$ cat src/rtl/mapper_pkg.sv
// Package: shared widths and state type for the address-latched mapper.
// Assumes an 8-bit CPU with a 16-bit address bus and a 14-bit video bus.
package mapper_pkg;

    localparam int MODE_W      = 14;   // mode word taken from the write address
    localparam int BANK_W      = 2;    // bank field taken from the write data
    localparam int PBANK_W     = 7;    // program bank number width
    localparam int CBANK_W     = 7;    // pattern bank index width
    localparam int HALF_OFF_W  = 14;   // offset inside a 16 KB window
    localparam int FULL_OFF_W  = 15;   // offset inside a 32 KB window
    localparam int PAT_OFF_W   = 13;   // offset inside an 8 KB pattern bank
    localparam int PRG_FULL_W  = PBANK_W + HALF_OFF_W;  // 21 bits
    localparam int CHR_FULL_W  = CBANK_W + PAT_OFF_W;   // 20 bits

    // Bit positions inside the mode word that the translation decodes.
    localparam int MB_HALF     = 5;    // 1 = 16 KB program windows
    localparam int MB_PBANK_HI = 6;    // top bit of program bank number
    localparam int MB_MIRROR   = 7;    // 1 = horizontal mirroring

    typedef struct packed {
        logic [MODE_W-1:0] mode;
        logic [BANK_W-1:0] bank;
    } map_state_t;

    // Forms the 7-bit program bank number from the mode word.
    function automatic logic [PBANK_W-1:0] prg_bank_num(input logic [MODE_W-1:0] m);
        return {m[MB_PBANK_HI], m[13:8]};
    endfunction

endpackage

$ cat src/rtl/bank_latch.sv
// Module: bank_latch
// Captures the mode word and bank field on a qualified CPU write into the
// upper half of CPU space. Assumes cpu_wr is high for exactly one cycle per
// bus write. Synchronous active-low reset clears both fields.
module bank_latch
    import mapper_pkg::*;
(
    input  logic                 clk,
    input  logic                 rst_n,
    input  logic                 hit,
    input  logic [MODE_W-1:0]    addr_bits,
    input  logic [BANK_W-1:0]    data_bits,
    output map_state_t           state
);

    map_state_t state_q;

    // Register update: clear on reset, load address and data on a hit.
    always_ff @(posedge clk) begin
        if (!rst_n) begin
            state_q <= '0;
        end else if (hit) begin
            state_q.mode <= addr_bits;
            state_q.bank <= data_bits;
        end
    end

    assign state = state_q;

endmodule

$ cat src/rtl/prg_xlate.sv
// Module: prg_xlate
// Combinational program-address translation. Picks a 16 KB window (seen
// twice) or one 32 KB window from the mode word, then keeps the low PRG_AW
// bits so oversize bank numbers wrap. Assumes 15 <= PRG_AW <= 21.
module prg_xlate
    import mapper_pkg::*;
#(
    parameter int PRG_AW = 17
) (
    input  map_state_t           state,
    input  logic [15:0]          cpu_addr,
    output logic                 prg_sel,
    output logic [PRG_AW-1:0]    prg_addr
);

    localparam int PRG_BYTES = 1 << PRG_AW;

    logic [PBANK_W-1:0]    bank_num;
    logic [PRG_FULL_W-1:0] full_half;
    logic [PRG_FULL_W-1:0] full_whole;
    logic [PRG_FULL_W-1:0] full_sel;

    // Bank number and the two candidate full addresses.
    always_comb begin
        bank_num   = prg_bank_num(state.mode);
        full_half  = {bank_num, cpu_addr[HALF_OFF_W-1:0]};
        full_whole = {1'b0, bank_num[PBANK_W-1:1], cpu_addr[FULL_OFF_W-1:0]};
    end

    // Window-size select from the mode word.
    always_comb begin
        if (state.mode[MB_HALF]) full_sel = full_half;
        else                     full_sel = full_whole;
    end

    // Wrap to installed size: a full-width build passes through unchanged.
    generate
        if (PRG_AW >= PRG_FULL_W) begin : g_nowrap
            assign prg_addr = PRG_AW'(full_sel);
        end else begin : g_wrap
            assign prg_addr = full_sel[PRG_AW-1:0];
        end
    endgenerate

    assign prg_sel = cpu_addr[15];

    initial begin
        if (PRG_BYTES < (1 << FULL_OFF_W))
            $display("prg_xlate: PRG_AW below 32 KB window");
    end

endmodule

$ cat src/rtl/chr_xlate.sv
// Module: chr_xlate
// Combinational pattern-address translation and pattern RAM write enable.
// With PAT_RAM = 0 the memory is a ROM of 2^CHR_AW bytes and writes are
// dropped; with PAT_RAM = 1 it is an 8 KB RAM, so the bank bits wrap away.
// Assumes CHR_AW >= 13.
module chr_xlate
    import mapper_pkg::*;
#(
    parameter int CHR_AW  = 15,
    parameter bit PAT_RAM = 1'b0
) (
    input  map_state_t           state,
    input  logic [13:0]          ppu_addr,
    input  logic                 ppu_wr,
    output logic                 chr_sel,
    output logic [CHR_AW-1:0]    chr_addr,
    output logic                 chr_we
);

    logic [CBANK_W-1:0]    bank_idx;
    logic [CHR_FULL_W-1:0] full_addr;

    // Pattern bank index: mode low bits above the two-bit bank field.
    always_comb begin
        bank_idx  = {state.mode[4:0], state.bank};
        full_addr = {bank_idx, ppu_addr[PAT_OFF_W-1:0]};
    end

    assign chr_sel = ~ppu_addr[13];

    // Variant choice: RAM keeps only the 8 KB offset, ROM wraps at CHR_AW.
    generate
        if (PAT_RAM) begin : g_ram
            if (CHR_AW > PAT_OFF_W) begin : g_pad
                assign chr_addr = {{(CHR_AW-PAT_OFF_W){1'b0}}, ppu_addr[PAT_OFF_W-1:0]};
            end else begin : g_exact
                assign chr_addr = ppu_addr[PAT_OFF_W-1:0];
            end
            assign chr_we = ppu_wr & chr_sel;
        end else begin : g_rom
            if (CHR_AW >= CHR_FULL_W) begin : g_nowrap
                assign chr_addr = CHR_AW'(full_addr);
            end else begin : g_wrap
                assign chr_addr = full_addr[CHR_AW-1:0];
            end
            assign chr_we = 1'b0;
        end
    endgenerate

endmodule

$ cat src/rtl/addr_latch_mapper.sv
// Module: addr_latch_mapper (top)
// Bank-switching logic for a cartridge: snoops CPU writes at 0x8000-0xFFFF,
// latches address bits 13:0 and data bits 1:0, and translates CPU and video
// addresses into program and pattern memory addresses. Assumes memories
// are external, power-of-two sized, and that cpu_wr is a qualified strobe.
module addr_latch_mapper
    import mapper_pkg::*;
#(
    parameter int PRG_AW  = 17,
    parameter int CHR_AW  = 15,
    parameter bit PAT_RAM = 1'b0
) (
    input  logic                 clk,
    input  logic                 rst_n,
    input  logic [15:0]          cpu_addr,
    input  logic [7:0]           cpu_data,
    input  logic                 cpu_wr,
    input  logic [13:0]          ppu_addr,
    input  logic                 ppu_wr,
    output logic                 prg_sel,
    output logic [PRG_AW-1:0]    prg_addr,
    output logic                 chr_sel,
    output logic [CHR_AW-1:0]    chr_addr,
    output logic                 chr_we,
    output logic                 mirror_horiz
);

    map_state_t        state;
    logic              reg_hit;
    logic [MODE_W-1:0] mode_q;
    logic [BANK_W-1:0] bank_q;

    // Write qualification: only the upper half of CPU space loads state.
    assign reg_hit = cpu_wr & cpu_addr[15];

    bank_latch u_latch (
        .clk       (clk),
        .rst_n     (rst_n),
        .hit       (reg_hit),
        .addr_bits (cpu_addr[MODE_W-1:0]),
        .data_bits (cpu_data[BANK_W-1:0]),
        .state     (state)
    );

    prg_xlate #(.PRG_AW(PRG_AW)) u_prg (
        .state    (state),
        .cpu_addr (cpu_addr),
        .prg_sel  (prg_sel),
        .prg_addr (prg_addr)
    );

    chr_xlate #(.CHR_AW(CHR_AW), .PAT_RAM(PAT_RAM)) u_chr (
        .state    (state),
        .ppu_addr (ppu_addr),
        .ppu_wr   (ppu_wr),
        .chr_sel  (chr_sel),
        .chr_addr (chr_addr),
        .chr_we   (chr_we)
    );

    // Named views of the held state for the bound checker.
    assign mode_q       = state.mode;
    assign bank_q       = state.bank;
    assign mirror_horiz = state.mode[MB_MIRROR];

endmodule

$ cat config.mk
export PLATFORM = sky130hd
export DESIGN_NAME = addr_latch_mapper
export DESIGN_NICKNAME = d
export VERILOG_FILES = /design/src/rtl/mapper_pkg.sv /design/src/rtl/bank_latch.sv /design/src/rtl/prg_xlate.sv /design/src/rtl/chr_xlate.sv /design/src/rtl/addr_latch_mapper.sv
export SDC_FILE = /design/constraint.sdc
export NUM_CORES = 1
export LEC_CHECK = 0
export BUFFER_PORTS_ARGS = -buffer_cell sky130_fd_sc_hd__buf_4
export CAP_MARGIN = 20
export CORE_UTILIZATION = 27
export DETAILED_ROUTE_END_ITERATION = 16
export HOLD_SLACK_MARGIN = 0.02
export PLACE_DENSITY = 0.75
export SYNTH_ARGS = -nofsm -noshare
export SYNTH_HDL_FRONTEND = slang
export SYNTH_SLANG_ARGS = --single-unit
$ cat constraint.sdc
create_clock -name clk -period 0.8 [get_ports clk]
set_input_delay 0.08 -clock clk [delete_from_list [all_inputs] [get_ports clk]]
set_output_delay 0.08 -clock clk [all_outputs]
set_load 0.1 [all_outputs]
==> results.toml <==
[timing]
timing_hold_violations_final = 0
finalSetupViolations = 6
timing.clock.skew_ps = 0
finalHoldWorstSlack_ps = 81.8
finalWorstPathRequiredPeriod_ps = 1130
finalCritPeriodShare_pct = 141
slew_violations = 0
maxClockFrequency_mhz = 884
timing.final.ws_setup_ps = -331
grt_setup_unrepaired = "true"
fin_tns_setup_ps = -570

[yosys]
netlist_top_cells_count = "sky130_fd_sc_hd__buf_4 (33), sky130_fd_sc_hd__dfxtp_1 (7), sky130_fd_sc_hd__nand2_1 (7), sky130_fd_sc_hd__nand4_1 (7), sky130_fd_sc_hd__o21ai_2 (7)"
share_of_synthesized_area_occupied_by_flip_flops_and_latches_pct = 24.8
synth_area_um2 = 564
post-synth-top-count-cell = "sky130_fd_sc_hd__buf_4"
post_synth_num_cell_types = 11
ys.flop_type = "sky130_fd_sc_hd__dfxtp_1"
synth_top_cell_area_share_pct = 43.9
synth_fp_nets = 110
synth.area.top_cells = "sky130_fd_sc_hd__buf_4 (44%), sky130_fd_sc_hd__dfxtp_1 (25%), sky130_fd_sc_hd__o21ai_2 (11%), sky130_fd_sc_hd__nand4_1 (7.8%), sky130_fd_sc_hd__nand2_1 (4.7%)"
synthDominantAreaCellType = "sky130_fd_sc_hd__buf_4"
synthArstFlopShare_pct = 0
synth-seq-cells = 7
synth_enable_flop_cells = 0
syn_area_per_cell_um2 = 8.30
ys.warnings.count = 0
synthesis.instances = 68

[global_routing]
grtUsageTotal_pct = 9.01
grt_overflow = 0
grt_use_met3_pct = 4.91
antenna_found_initial = 0
grt_max_degree = 15
grt_pass1_wl_um = 1360
met2_layer_usage_reported_by_global_route_pct = 13.2
global_route.usage.met1_pct = 9.26
via_count_of_the_first_global_routing_pass = 321
grt_busiest_layer = "met2"

[routing]
via_per_inst = 4.17
via_count = 371
number_of_remaining_drc_errors = 0
postRouteWirelength_um = 997
remaining_number_of_nets_flagged_by_the_antenna_check_after_routing = 0
drt-pass1-iter-count = 4
dr.first_iter.drc_count = 4
routed_wirelength_normalized_by_instance_count_um = 11.2

[floorplan]
floorplan.rows = 16
die_w_um = 47.7
die_height_um = 47.7
initial_utilization_pct = 28.8
design.portCount = 78
core_um2 = 1960
floorplan.die_area_um2 = 2280

[hold_path]
holdCritPathClass = "in -> reg"

[final_layout]
design_area_um2 = 646
largest_register_ff_count = 7
number_of_antenna_diodes = 0
syn2layout_area_growth_pct = 14.4
final_core_util_pct = 32.9
post_route_cells_drive_above_1_share_pct = 71.0
fin_nets = 105

[place]
place.detailed.hpwl_um = 749
dpl-instance-area_um2 = 529
preCtsSetupSlack_ps = -116
place.port_buffers = 25
place_congestion = 0.649

[setup_path]
critPathMaxFanout = 2
startpoint_type = "flip-flop"
cp_arrival_ps = 1050
critPathKind = "reg -> out"
cp_capture_type = "output port"
crit_required_ps = 720

[outcome]
violations = "setup timing"
status = "finished with violations"

[job]
maxCapViolations = 0

[cts]
cts_buffers = 3
cts_num_sinks = 7
worst_skew_pair.late_latency_ps = 240
cts.root.buffer_cell = "sky130_fd_sc_hd__clkbuf_4"
clock_tree.buffer_depth = 2
clkTransAtPathRegs_ps = 60
cts_tree = "done"
htree_num_levels = 1
cts_hold_repair.buffers = 0

[power_and_ir_drop]
vdd_drop_max_uv = 586
static-leakage-power_uw = 0.000278
cellPowerDensity_nw_per_um2 = 1840
==> kinds of logic after synthesis <==
| group | after synthesis | share of synthesized area (%) |
|---|---|---|
| muxes | 1 | 2.00 |
| other | 1 | 0.665 |
| and+or+nand+nor | 15 | 14.0 |
| buffers and inverters | 37 | 47.7 |
| DFF | 7 | 24.8 |
| AOI/OAI and AO/OA | 7 | 10.9 |
==> where the power goes <==
group | internal [uW] | leakage, uW | switching [uW]
sequential | 365 | 0.0000604 | 15.8
combinational | 146 | 0.000203 | 341
clock | 190 | 0.0000150 | 129
total | 701 | 0.000278 | 485
==> layout make-up <==
type | count | area (um^2)
inverter | 1 | 3.75
multi-input combinational | 24 | 159
clock buffer | 4 | 26.3
tap | 27 | 33.8
fill | 227 | 1320
sequential | 7 | 153
timing repair buffer | 26 | 270
==> repair_timing <==
action                                 CTS  global route
setup buffers                            0             1
endpoints found under the hold margin    0             0
gates cloned                             0             0
resized for setup                       22             1
setup endpoints to repair                6             6
==> per-layer routing <==
layer / vias to the layer above / wire length [um]
li1: 178 / -
met1: 164 / 383
met2: 19 / 475
met3: 10 / 113
met4: 0 / 24
met5: - / 0
==> cell usage in the layout (no fill, tap or decap), types with 2 or more instances in the layout <==
| cell | instances |
|---|---|
| sky130_fd_sc_hd__dfxtp_4 | 2 |
| sky130_fd_sc_hd__buf_4 | 20 |
| sky130_fd_sc_hd__nand4_1 | 7 |
| sky130_fd_sc_hd__nand2_1 | 7 |
| sky130_fd_sc_hd__dfxtp_2 | 4 |
| sky130_fd_sc_hd__clkbuf_4 | 3 |
| sky130_fd_sc_hd__o21ai_2 | 7 |
| sky130_fd_sc_hd__buf_12 | 6 |
==> per-stage QoR <==
step | total power, uW | instances
after global routing | 1260 | 89
after floorplan | 1280 | 68
after detailed placement | 825 | 84
final | 1190 | 89
after CTS | 1210 | 88
after global placement | 820 | 84
==> worst paths after layout <==
check / cells past startpoint / slack [ps] / endpoint / from
hold / removal: 3 / 80 / u_latch.state[1]$_SDFFE_PN0P_ / cpu_data[1]
hold reg to reg: 2 / 470 / u_latch.state[10]$_SDFFE_PN0P_ / u_latch.state[10]$_SDFFE_PN0P_
setup reg to reg: 3 / 130 / u_latch.state[1]$_SDFFE_PN0P_ / u_latch.state[1]$_SDFFE_PN0P_
setup / recovery: 2 / -330 / prg_addr[14] / u_latch.state[7]$_SDFFE_PN0P_
==> critical path, stage by stage (launching register included) <==
cell and delay (ps):
sky130_fd_sc_hd__dfxtp_2 330, sky130_fd_sc_hd__mux2_4 310, sky130_fd_sc_hd__buf_12 170
(Power assumes the default switching activity.)
